<file path="src/rtl/pp_rd_pkg.sv">
package pp_rd_pkg;

    typedef enum logic [2:0] {
        ST_IDLE,
        ST_WAIT,
        ST_SETUP,
        ST_HOLD,
        ST_REL
    } rd_state_t;

endpackage

</file>
<file path="src/rtl/pp_rd_sync.sv">
module pp_rd_sync #(
    parameter int STAGES = 2
) (
    input  logic clk,
    input  logic rst_n,
    input  logic pin_n,
    output logic lvl,
    output logic fell,
    output logic rose
);
    logic [STAGES:0] sh;

    always_ff @(posedge clk or negedge rst_n) begin
        if (!rst_n) sh[0] <= 1'b1;
        else        sh[0] <= pin_n;
    end

    for (genvar i = 1; i <= STAGES; i++) begin : g_stage
        always_ff @(posedge clk or negedge rst_n) begin
            if (!rst_n) sh[i] <= 1'b1;
            else        sh[i] <= sh[i-1];
        end
    end

    assign lvl  = sh[STAGES-1];
    assign fell = sh[STAGES] & ~sh[STAGES-1];
    assign rose = ~sh[STAGES] & sh[STAGES-1];
endmodule

</file>
<file path="src/rtl/pp_rd_fsm.sv">
module pp_rd_fsm
    import pp_rd_pkg::*;
#(
    parameter int DW        = 8,
    parameter int SETUP_CYC = 12,
    parameter int REL_HOLD  = 1
) (
    input  logic          clk,
    input  logic          rst_n,
    input  logic          req_fell,
    input  logic          req_lvl,
    input  logic          nib_mode,
    input  logic          fifo_empty,
    input  logic [DW-1:0] fifo_data,
    output logic          busy,
    output logic          drive,
    output logic          phase_lo,
    output logic          pop,
    output logic          mode_q,
    output logic [DW-1:0] data_q
);
    localparam int MAXC = (SETUP_CYC > REL_HOLD) ? SETUP_CYC : REL_HOLD;
    localparam int CW   = $clog2(MAXC) + 1;
    localparam logic [CW-1:0] SET_LAST = CW'(SETUP_CYC - 1);
    localparam logic [CW-1:0] REL_LAST = CW'(REL_HOLD - 1);

    rd_state_t     state, nxt;
    logic [CW-1:0] cnt;
    logic          start;

    assign start = ((state == ST_IDLE) && req_fell && !fifo_empty) ||
                   ((state == ST_WAIT) && !fifo_empty);

    always_comb begin
        nxt = state;
        unique case (state)
            ST_IDLE:  if (req_fell) nxt = fifo_empty ? ST_WAIT : ST_SETUP;
            ST_WAIT:  if (!fifo_empty) nxt = ST_SETUP;
            ST_SETUP: if (cnt == SET_LAST) nxt = ST_HOLD;
            ST_HOLD:  if (req_lvl) nxt = ST_REL;
            ST_REL:   if (cnt == REL_LAST) nxt = ST_IDLE;
            default:  nxt = ST_IDLE;
        endcase
    end

    always_ff @(posedge clk or negedge rst_n) begin
        if (!rst_n) begin
            state  <= ST_IDLE;
            cnt    <= '0;
            mode_q <= 1'b0;
            data_q <= '0;
        end else begin
            state <= nxt;
            cnt   <= (nxt != state) ? '0 : cnt + 1'b1;
            if (start) begin
                mode_q <= nib_mode;
                data_q <= fifo_data;
            end
        end
    end

    always_comb begin
        busy     = 1'b0;
        drive    = 1'b0;
        phase_lo = 1'b0;
        pop      = 1'b0;
        unique case (state)
            ST_IDLE, ST_WAIT: ;
            ST_SETUP: drive = 1'b1;
            ST_HOLD: begin
                drive = 1'b1;
                busy  = 1'b1;
            end
            ST_REL: begin
                busy     = 1'b1;
                drive    = mode_q;
                phase_lo = 1'b1;
                pop      = (cnt == REL_LAST);
            end
            default: ;
        endcase
    end
endmodule

</file>
<file path="src/rtl/pp_rd_lanes.sv">
module pp_rd_lanes #(
    parameter int DW = 8
) (
    input  logic [DW-1:0] data_q,
    input  logic          mode_q,
    input  logic          phase_lo,
    input  logic          drive,
    output logic [DW-1:0] pd_out,
    output logic          pd_oe
);
    localparam int NW = DW / 2;

    always_comb begin
        if (mode_q && !phase_lo) pd_out = {data_q[DW-1:NW], {NW{1'b0}}};
        else                     pd_out = data_q;
        pd_oe = drive;
    end
endmodule

</file>
<file path="src/rtl/pp_rd_link.sv">
module pp_rd_link #(
    parameter int DW       = 8,
    parameter int ADC_DIV  = 8,
    parameter int REL_HOLD = 1,
    parameter int SYNC_FF  = 2
) (
    input  logic          clk,
    input  logic          rst_n,
    input  logic          host_req_n,
    input  logic          nib_mode,
    input  logic          fifo_empty,
    input  logic [DW-1:0] fifo_data,
    output logic          fifo_pop,
    output logic [DW-1:0] pd_out,
    output logic          pd_oe,
    output logic          periph_busy
);
    localparam int SETUP_CYC = (3 * ADC_DIV) / 2;

    logic          req_lvl, req_fell, req_rose;
    logic          drive, phase_lo, mode_q;
    logic [DW-1:0] data_q;

    pp_rd_sync #(.STAGES(SYNC_FF)) u_sync (
        .clk   (clk),
        .rst_n (rst_n),
        .pin_n (host_req_n),
        .lvl   (req_lvl),
        .fell  (req_fell),
        .rose  (req_rose)
    );

    pp_rd_fsm #(.DW(DW), .SETUP_CYC(SETUP_CYC), .REL_HOLD(REL_HOLD)) u_fsm (
        .clk        (clk),
        .rst_n      (rst_n),
        .req_fell   (req_fell),
        .req_lvl    (req_lvl),
        .nib_mode   (nib_mode),
        .fifo_empty (fifo_empty),
        .fifo_data  (fifo_data),
        .busy       (periph_busy),
        .drive      (drive),
        .phase_lo   (phase_lo),
        .pop        (fifo_pop),
        .mode_q     (mode_q),
        .data_q     (data_q)
    );

    pp_rd_lanes #(.DW(DW)) u_lanes (
        .data_q   (data_q),
        .mode_q   (mode_q),
        .phase_lo (phase_lo),
        .drive    (drive),
        .pd_out   (pd_out),
        .pd_oe    (pd_oe)
    );

    logic rose_seen_unused;
    assign rose_seen_unused = req_rose;
endmodule

</file>
<file path="config.mk">
export PLATFORM = sky130hd
export DESIGN_NAME = pp_rd_link
export DESIGN_NICKNAME = d
export VERILOG_FILES = /design/src/rtl/pp_rd_pkg.sv /design/src/rtl/pp_rd_sync.sv /design/src/rtl/pp_rd_fsm.sv /design/src/rtl/pp_rd_lanes.sv /design/src/rtl/pp_rd_link.sv
export SDC_FILE = /design/constraint.sdc
export NUM_CORES = 1
export LEC_CHECK = 0
export ABC_AREA = 1
export ABC_CLOCK_PERIOD_IN_PS = 3600
export CORE_AREA = 2 2 47 49
export CTS_BUF_LIST = sky130_fd_sc_hd__clkbuf_8
export DETAILED_ROUTE_END_ITERATION = 8
export DIE_AREA = 0 0 49 51
export GPL_ROUTABILITY_DRIVEN = 0
export PLACE_DENSITY = 0.92
export SLEW_MARGIN = 20
export SYNTH_ARGS = -nofsm -noshare
export SYNTH_HDL_FRONTEND = slang
export SYNTH_SLANG_ARGS = --single-unit
</file>
<file path="constraint.sdc">
create_clock -name clk -period 3.6 [get_ports clk]
set_input_delay 0.72 -clock clk [delete_from_list [all_inputs] [get_ports clk]]
set_output_delay 0.72 -clock clk [all_outputs]
set_load 0.005 [all_outputs]
</file>
# --- After elaboration in Yosys (flattened, before gate mapping) ---
# Index checks and enable logic that the tools add are counted.
word_totals:
  ff_bits: 20
  latchBits: 0
  mem_bits_rw: 0
  input_bits: 13
  romBits: 0
  mem_count: 0
op_classes:
  div_mod_pow: 0
  n_shift: 0
  n_mul: 0
  mux: 13
  addsub: 1
  eq_ne: 6
  bitwise: 2
  reduce_logical: 11
  magnitude_cmp: 0
op_table:
  columns: ["op", "n"]
  rows:
  - ["two-way mux 3 bit", 5]
  - ["case mux 3 bit (5 select lines)", 1]
  - ["equality test 3 x 2 -> 1 bit, second input constant", 2]
  - ["adder 5 x 1 -> 5 bit, second input constant", 1]
  - ["equality test 5 x 4 -> 1 bit, second input constant", 1]
  - ["logical NOT 5 bit", 1]
  - ["two-way mux 5 bit", 1]
  - ["logical AND 1 bit", 4]
  - ["two-way mux 4 bit", 1]
  - ["OR reduction 2 bit", 2]
  - ["equality test 3 x 1 -> 1 bit, second input constant", 1]
  - ["equality test 3 bit, second input constant", 1]
  - ["logical NOT 3 bit", 1]
  - ["two-way mux 1 bit", 3]
  - ["!= test 3 bit", 1]
  - ["logical NOT 1 bit", 2]
  - ["two-way mux 2 bit", 1]
  - ["case mux 1 bit (2 select lines)", 1]
  - ["AND 1 bit", 1]
  - ["logical OR 1 bit", 1]
  - ["NOT 1 bit", 1]

# --- Logic depth before layout (Yosys ltp) ---
logic_depth:
  ltp_word: 6
  depth_mapped: 10
  mapped_depth_nobuf: 10

# --- Hierarchy ---
# Synthesis repeated with hierarchy kept, for this count alone.
unflattened:
  cells_unflattened: 126
  hier_area_um2: 1107.3
modules_own_cells:
  columns: ["mod", "seq_area_each_um2", "area_per_inst_um2", "cells_per_inst", "instances"]
  rows:
  - ["pp_rd_fsm", 425.4, 937.1, 105, 1]
  - ["pp_rd_sync", 78.8, 93.8, 7, 1]
  - ["pp_rd_lanes", 0.0, 76.3, 14, 1]

# --- Worst setup path after synthesis ---
# Ideal clock, no wire load.
synth_timing:
  path_type: "register to output"
  startpoint: "register u_fsm.state[1]"
  endpoint: "output port pd_oe"
  required_time_ns: 2.880
  path_buffers: 0
  slack_ns: 2.004
  arrival_ns: 0.876
  stages_incl_launch_ff: 6
  cell_sequence: "dfrtp_1 inv_2 nand2_1 nor2_2 inv_1 o22ai_1"
synth_via:
  elab_chain_cells: 3
  elab_cells_between_ends: 5
synth_lines:
  columns: ["item", "line", "text"]
  rows:
  - ["start: declaration", "pp_rd_fsm.sv:27", "rd_state_t state, nxt;"]
  - ["start signal: assignment", "pp_rd_fsm.sv:53", "state <= nxt;"]
  - ["equality test 3 x 2 -> 1 bit", "pp_rd_fsm.sv:67", "unique case (state)"]
  - ["OR reduction 2 bit (no source line)", null, null]
  - ["case mux 1 bit (2 select lines) (*)", "pp_rd_fsm.sv:67", null]
  - ["end: declaration", "pp_rd_link.sv:15", "output logic pd_oe,"]
# Mark *: on every way between the ends. The rest lies on a longest branch, timed or not.

# --- Final worst setup path ---
# Same ends and word-level chain as after synthesis.

==> tab_implementation.tex <==
\begin{tabular}{lr}
\hline
Metric & Value \\
\hline
\multicolumn{2}{l}{\textbf{Finish}} \\
Layout overhead on the synthesized area & 29.0\% \\
Diodes inserted & 0 \\
Fill cell total of the finished layout & 156 \\
Area taken by multi-input logic gates & around 390 sq um \\
Finished Cell Area & between 1000 and 1500 sq um \\
Proportion of layout cells with a drive suffix above 1 & $\sim$15\% \\
Area used by sequential logic in the layout & 504 sq um \\
Utilization after layout & 61.6\% \\
Final \#Nets & about 150 \\
\multicolumn{2}{l}{\textbf{CTS}} \\
Clock net sink count & 20 \\
Insertion delay of the later-clocked pin in the worst-skew pair & between 0.2 and 0.3 ns \\
Buffer cell driving the clock tree root & sky130\_fd\_sc\_hd\_\_clkbuf\_8 \\
Number of levels the H-tree was split into & 1 \\
Post-CTS Setup Repair Bufs & 0 \\
Count of cells resized by post-cts repair & 0 \\
Clock slew at reported path FFs & 0.07 ns \\
Cts hold-fix bufs & 0 \\
Inserted Clock Buffers & 3 \\
CTS tree & built \\
Maximum count of clock buffers along a single path & 2 \\
\multicolumn{2}{l}{\textbf{GRT}} \\
Antenna violations before repair & 0 \\
Via count of the first global-routing pass & roughly 800 \\
Overall global routing resource usage & a little under a fifth \\
Maximum number of pins on one net before global-route repair & 21 \\
Global route total overflow & 0 \\
First-pass GRT wire length & approximately 3.4 mm \\
\multicolumn{2}{l}{\textbf{Routing}} \\
DRT Pass-1 Iters & 4 \\
Number of vias per cell after detailed routing & just under 5 \\
Number of nets still failing antenna checks after routing & 0 \\
Wirelength, routed & $\sim$1.9 mm \\
Total vias in the final route & between 700 and 800 \\
Average routed wire per standard cell & around 12 microns \\
Post-detailed-route DRC marker count & 0 \\
Iter 0 DRT Violations & 18 \\
\multicolumn{2}{l}{\textbf{Die}} \\
Horizontal die dimension & just under 50 microns \\
Die outline height & between 50 and 60 microns \\
Placeable core region & roughly 2100 sq um \\
Num ports & 24 \\
Die area & 2500 sq um \\
Initial Util & $\sim$48\% \\
Count of standard-cell rows & 17 \\
\multicolumn{2}{l}{\textbf{Power and ir drop}} \\
Internal power contribution & $\sim$0.6 mW \\
Static Leak & 0.588 nW \\
Clock share of power & 18.8\% \\
Sequential power share & roughly two fifths \\
Pwr Total & 0.915 mW \\
Switching power & $\sim$0.31 mW \\
Total power divided by cell area & about 720 nW/um\^{}2 \\
Switching portion of total power & between 30 and 40\% \\
Combinational share of power & between 40\% and 50\% \\
Peak supply drop & $\sim$420 uV \\
\multicolumn{2}{l}{\textbf{Worst setup path}} \\
Kind of start point of the critical path & register \\
Number of buffer and inverter stages on the critical path & 3 \\
Critical-path top delay cell & sky130\_fd\_sc\_hd\_\_clkdlybuf4s50\_1 \\
Critical path type & register to output port \\
Highest net fanout along the worst path & 6 \\
Required time worst endpoint & around 2.9 ns \\
Category of cells accounting for the largest share of critical-path delay & buffers and inverters \\
Largest stage delay, worst path & between 0.5 and 0.6 ns \\
Arrival time worst endpoint & 1.78 ns \\
Critical path, cell by cell & inv\_2, nand2\_1, nor2\_2, inv\_1, o22ai\_1, clkdlybuf4s50\_1 \\
Category of the worst setup path capture point & output port \\
\multicolumn{2}{l}{\textbf{Timing}} \\
Maximum operating frequency & roughly 400 MHz \\
Number of hold violations in the final report & 0 \\
Relative slew slack & roughly two fifths \\
Final worst-path cycle share & 69.4\% \\
RSZ-0062 raised after global routing & false \\
Setup-violating endpoint count in the final report & 0 \\
Setup Total Neg Slack & 0 ns \\
Least-Margin Pin Slew & about 0.90 ns \\
Final Max Slew Viols & 0 \\
Minimum setup slack in the final design & 1.10 ns \\
Worst Clk Skew & 0.00380 ns \\
Min cycle time layout & about 2.5 ns \\
\multicolumn{2}{l}{\textbf{Synthesis}} \\
Combinational family with the most area after synthesis & simple AND/OR/NAND/NOR gates \\
Count of warnings emitted by yosys & 0 \\
Cell area after synthesis & 985 sq um \\
Biggest area consumer among synthesized cells & sky130\_fd\_sc\_hd\_\_dfrtp\_1 \\
Net Count, Synth & between 100 and 150 \\
Compound-Gate Fraction of Synth Area & a little under 6\% \\
Post-synthesis sequential element count & 20 \\
Synthesized area per cell & a little under 9 sq um \\
Adder-Cell Fraction of Synth Area & 2.54\% \\
Multiplexer fraction of the synthesized cell area & around 4.6\% \\
Cell variety after synth & 24 \\
Proportion of netlist area held by the largest area contributor & 43.2\% \\
Gate Count Post-Synth & 110 \\
Basic-gate share of the synthesized area counting and, or, nand and nor cells & a little under a quarter \\
Top post-synthesis cells by area & sky130\_fd\_sc\_hd\_\_dfrtp\_1, sky130\_fd\_sc\_hd\_\_dfstp\_2, sky130\_fd\_sc\_hd\_\_nor2\_1 \\
Sequential area share after synthesis & 51.2\% \\
Post-synthesis share of cell area spent on xor and xnor gates & 2.67\% \\
\multicolumn{2}{l}{\textbf{Outcome}} \\
Run status & completed \\
\multicolumn{2}{l}{\textbf{Placed design}} \\
Placed standard-cell area & about 1200 sq um \\
Count of input and output buffers & 23 \\
Detailed placement HPWL & roughly 1.4 mm \\
Minimum setup slack after placement & about 1.4 ns \\
\multicolumn{2}{l}{\textbf{Flow run}} \\
Max-capacitance violation count & 0 \\
\multicolumn{2}{l}{\textbf{Hold path}} \\
Worst hold-check path type & register to register \\
\hline
\end{tabular}
## flip-flops by register name, indices dropped and copies added (netlist names)
| signal | flops |
|---|---|
| u_fsm.data_q | 8 |
| u_sync.lvl | 1 |
| u_fsm.cnt | 5 |
| u_sync.sh | 2 |
| u_fsm.mode_q | 1 |
| u_fsm.state | 3 |
## kinds of logic (layout without fill, tap and decap cells)
family / Yosys count / after routing
AO/OA/AOI/OAI: 10 / 10
buffers and inverters: 21 / 43
AND/OR/NAND/NOR: 50 / 50
XOR/XNOR: 3 / 3
adder cells (fa/ha/maj): 2 / 2
flip-flops: 20 / 20
multiplexers: 4 / 4
## per-layer routing
metal  share of wire [%]  track usage [%]  wire length, microns  up-vias
met4                 2.5             11.4                    48        0
met1                  46             21.2                   862      360
met2                  47             31.1                   890       29
met5                   0                0                     0        -
met3                 4.5             3.51                    85        4
li1                    -                -                     -      387
## layout make-up
type | count | area share [%]
Inverter | 16 | 4.73
Clock buffer | 4 | 4.33
Multi-Input combinational cell | 69 | 30.3
Tap cell | 28 | 2.76
Sequential cell | 20 | 39.7
Timing Repair Buffer | 23 | 18.1
## Yosys cell counts
| cell type | instances |
|---|---|
| sky130_fd_sc_hd__a21oi_1 | 1 |
| sky130_fd_sc_hd__buf_2 | 1 |
| sky130_fd_sc_hd__buf_4 | 4 |
| sky130_fd_sc_hd__dfrtp_1 | 17 |
| sky130_fd_sc_hd__dfstp_2 | 3 |
| sky130_fd_sc_hd__ha_1 | 2 |
| sky130_fd_sc_hd__inv_1 | 14 |
| sky130_fd_sc_hd__inv_2 | 2 |
| sky130_fd_sc_hd__mux2_2 | 4 |
| sky130_fd_sc_hd__nand2_1 | 13 |
| sky130_fd_sc_hd__nand2_2 | 1 |
| sky130_fd_sc_hd__nand2_4 | 1 |
| sky130_fd_sc_hd__nand3_1 | 8 |
| sky130_fd_sc_hd__nand3_2 | 2 |
| sky130_fd_sc_hd__nand3b_1 | 1 |
| sky130_fd_sc_hd__nand4_1 | 1 |
| sky130_fd_sc_hd__nor2_1 | 21 |
| sky130_fd_sc_hd__nor2_2 | 2 |
| sky130_fd_sc_hd__o211ai_1 | 1 |
| sky130_fd_sc_hd__o21ai_0 | 6 |
| sky130_fd_sc_hd__o21ai_2 | 1 |
| sky130_fd_sc_hd__o22ai_1 | 1 |
| sky130_fd_sc_hd__xnor2_1 | 1 |
| sky130_fd_sc_hd__xor2_1 | 2 |
## layout by cell type, fill, tap and decap left out, drive strengths merged
| cell type | Yosys | layout |
|---|---|---|
| nor2 | 23 | 23 |
| xnor2 | 1 | 1 |
| nand3 | 10 | 10 |
| o21ai | 7 | 7 |
| nand3b | 1 | 1 |
| dfstp | 3 | 3 |
| o211ai | 1 | 1 |
| ha | 2 | 2 |
| dfrtp | 17 | 17 |
| xor2 | 2 | 2 |
| clkbuf | 0 | 4 |
| nand2 | 15 | 15 |
| nand4 | 1 | 1 |
| clkdlybuf4s50 | 0 | 23 |
| a21oi | 1 | 1 |
| mux2 | 4 | 4 |
| inv | 16 | 16 |
| o22ai | 1 | 1 |
## power groups by stage
| stage | registers [mW] | logic, mW | clock network [mW] |
|---|---|---|---|
| after floorplan | 0.350 | 0.249 | 0 |
| after global placement | 0.357 | 0.373 | 0 |
| after detailed placement | 0.362 | 0.383 | 0 |
| after CTS | 0.358 | 0.389 | 0.175 |
| after global routing | 0.370 | 0.431 | 0.181 |
| final | 0.358 | 0.385 | 0.172 |
## path summary, 6_finish.rpt
| kind | from | end | slack, ns | depth (start not counted) |
|---|---|---|---|---|
| setup / recovery | u_fsm.state[1] | pd_oe | 1.10 | 6 |
| hold / removal | u_sync.sh[0] | u_sync.lvl | 0.36 | 0 |
| hold reg to reg | u_sync.sh[0] | u_sync.lvl | 0.36 | 0 |
| setup reg to reg | u_sync.lvl | u_fsm.cnt[0] | 2.16 | 8 |
| min in group asynchronous | rst_n | u_fsm.state[2] | 0.96 | 1 |
| max in group asynchronous | rst_n | u_fsm.cnt[1] | 2.09 | 1 |
## metrics by stage
stage	hold WS, ns	cells
after global routing	0.362	160
after CTS	0.358	160
after global placement	0.346	156
final	0.357	160
after detailed placement	0.347	156
after floorplan	0.345	110
No activity file was read; power rests on OpenSTA's default activity.
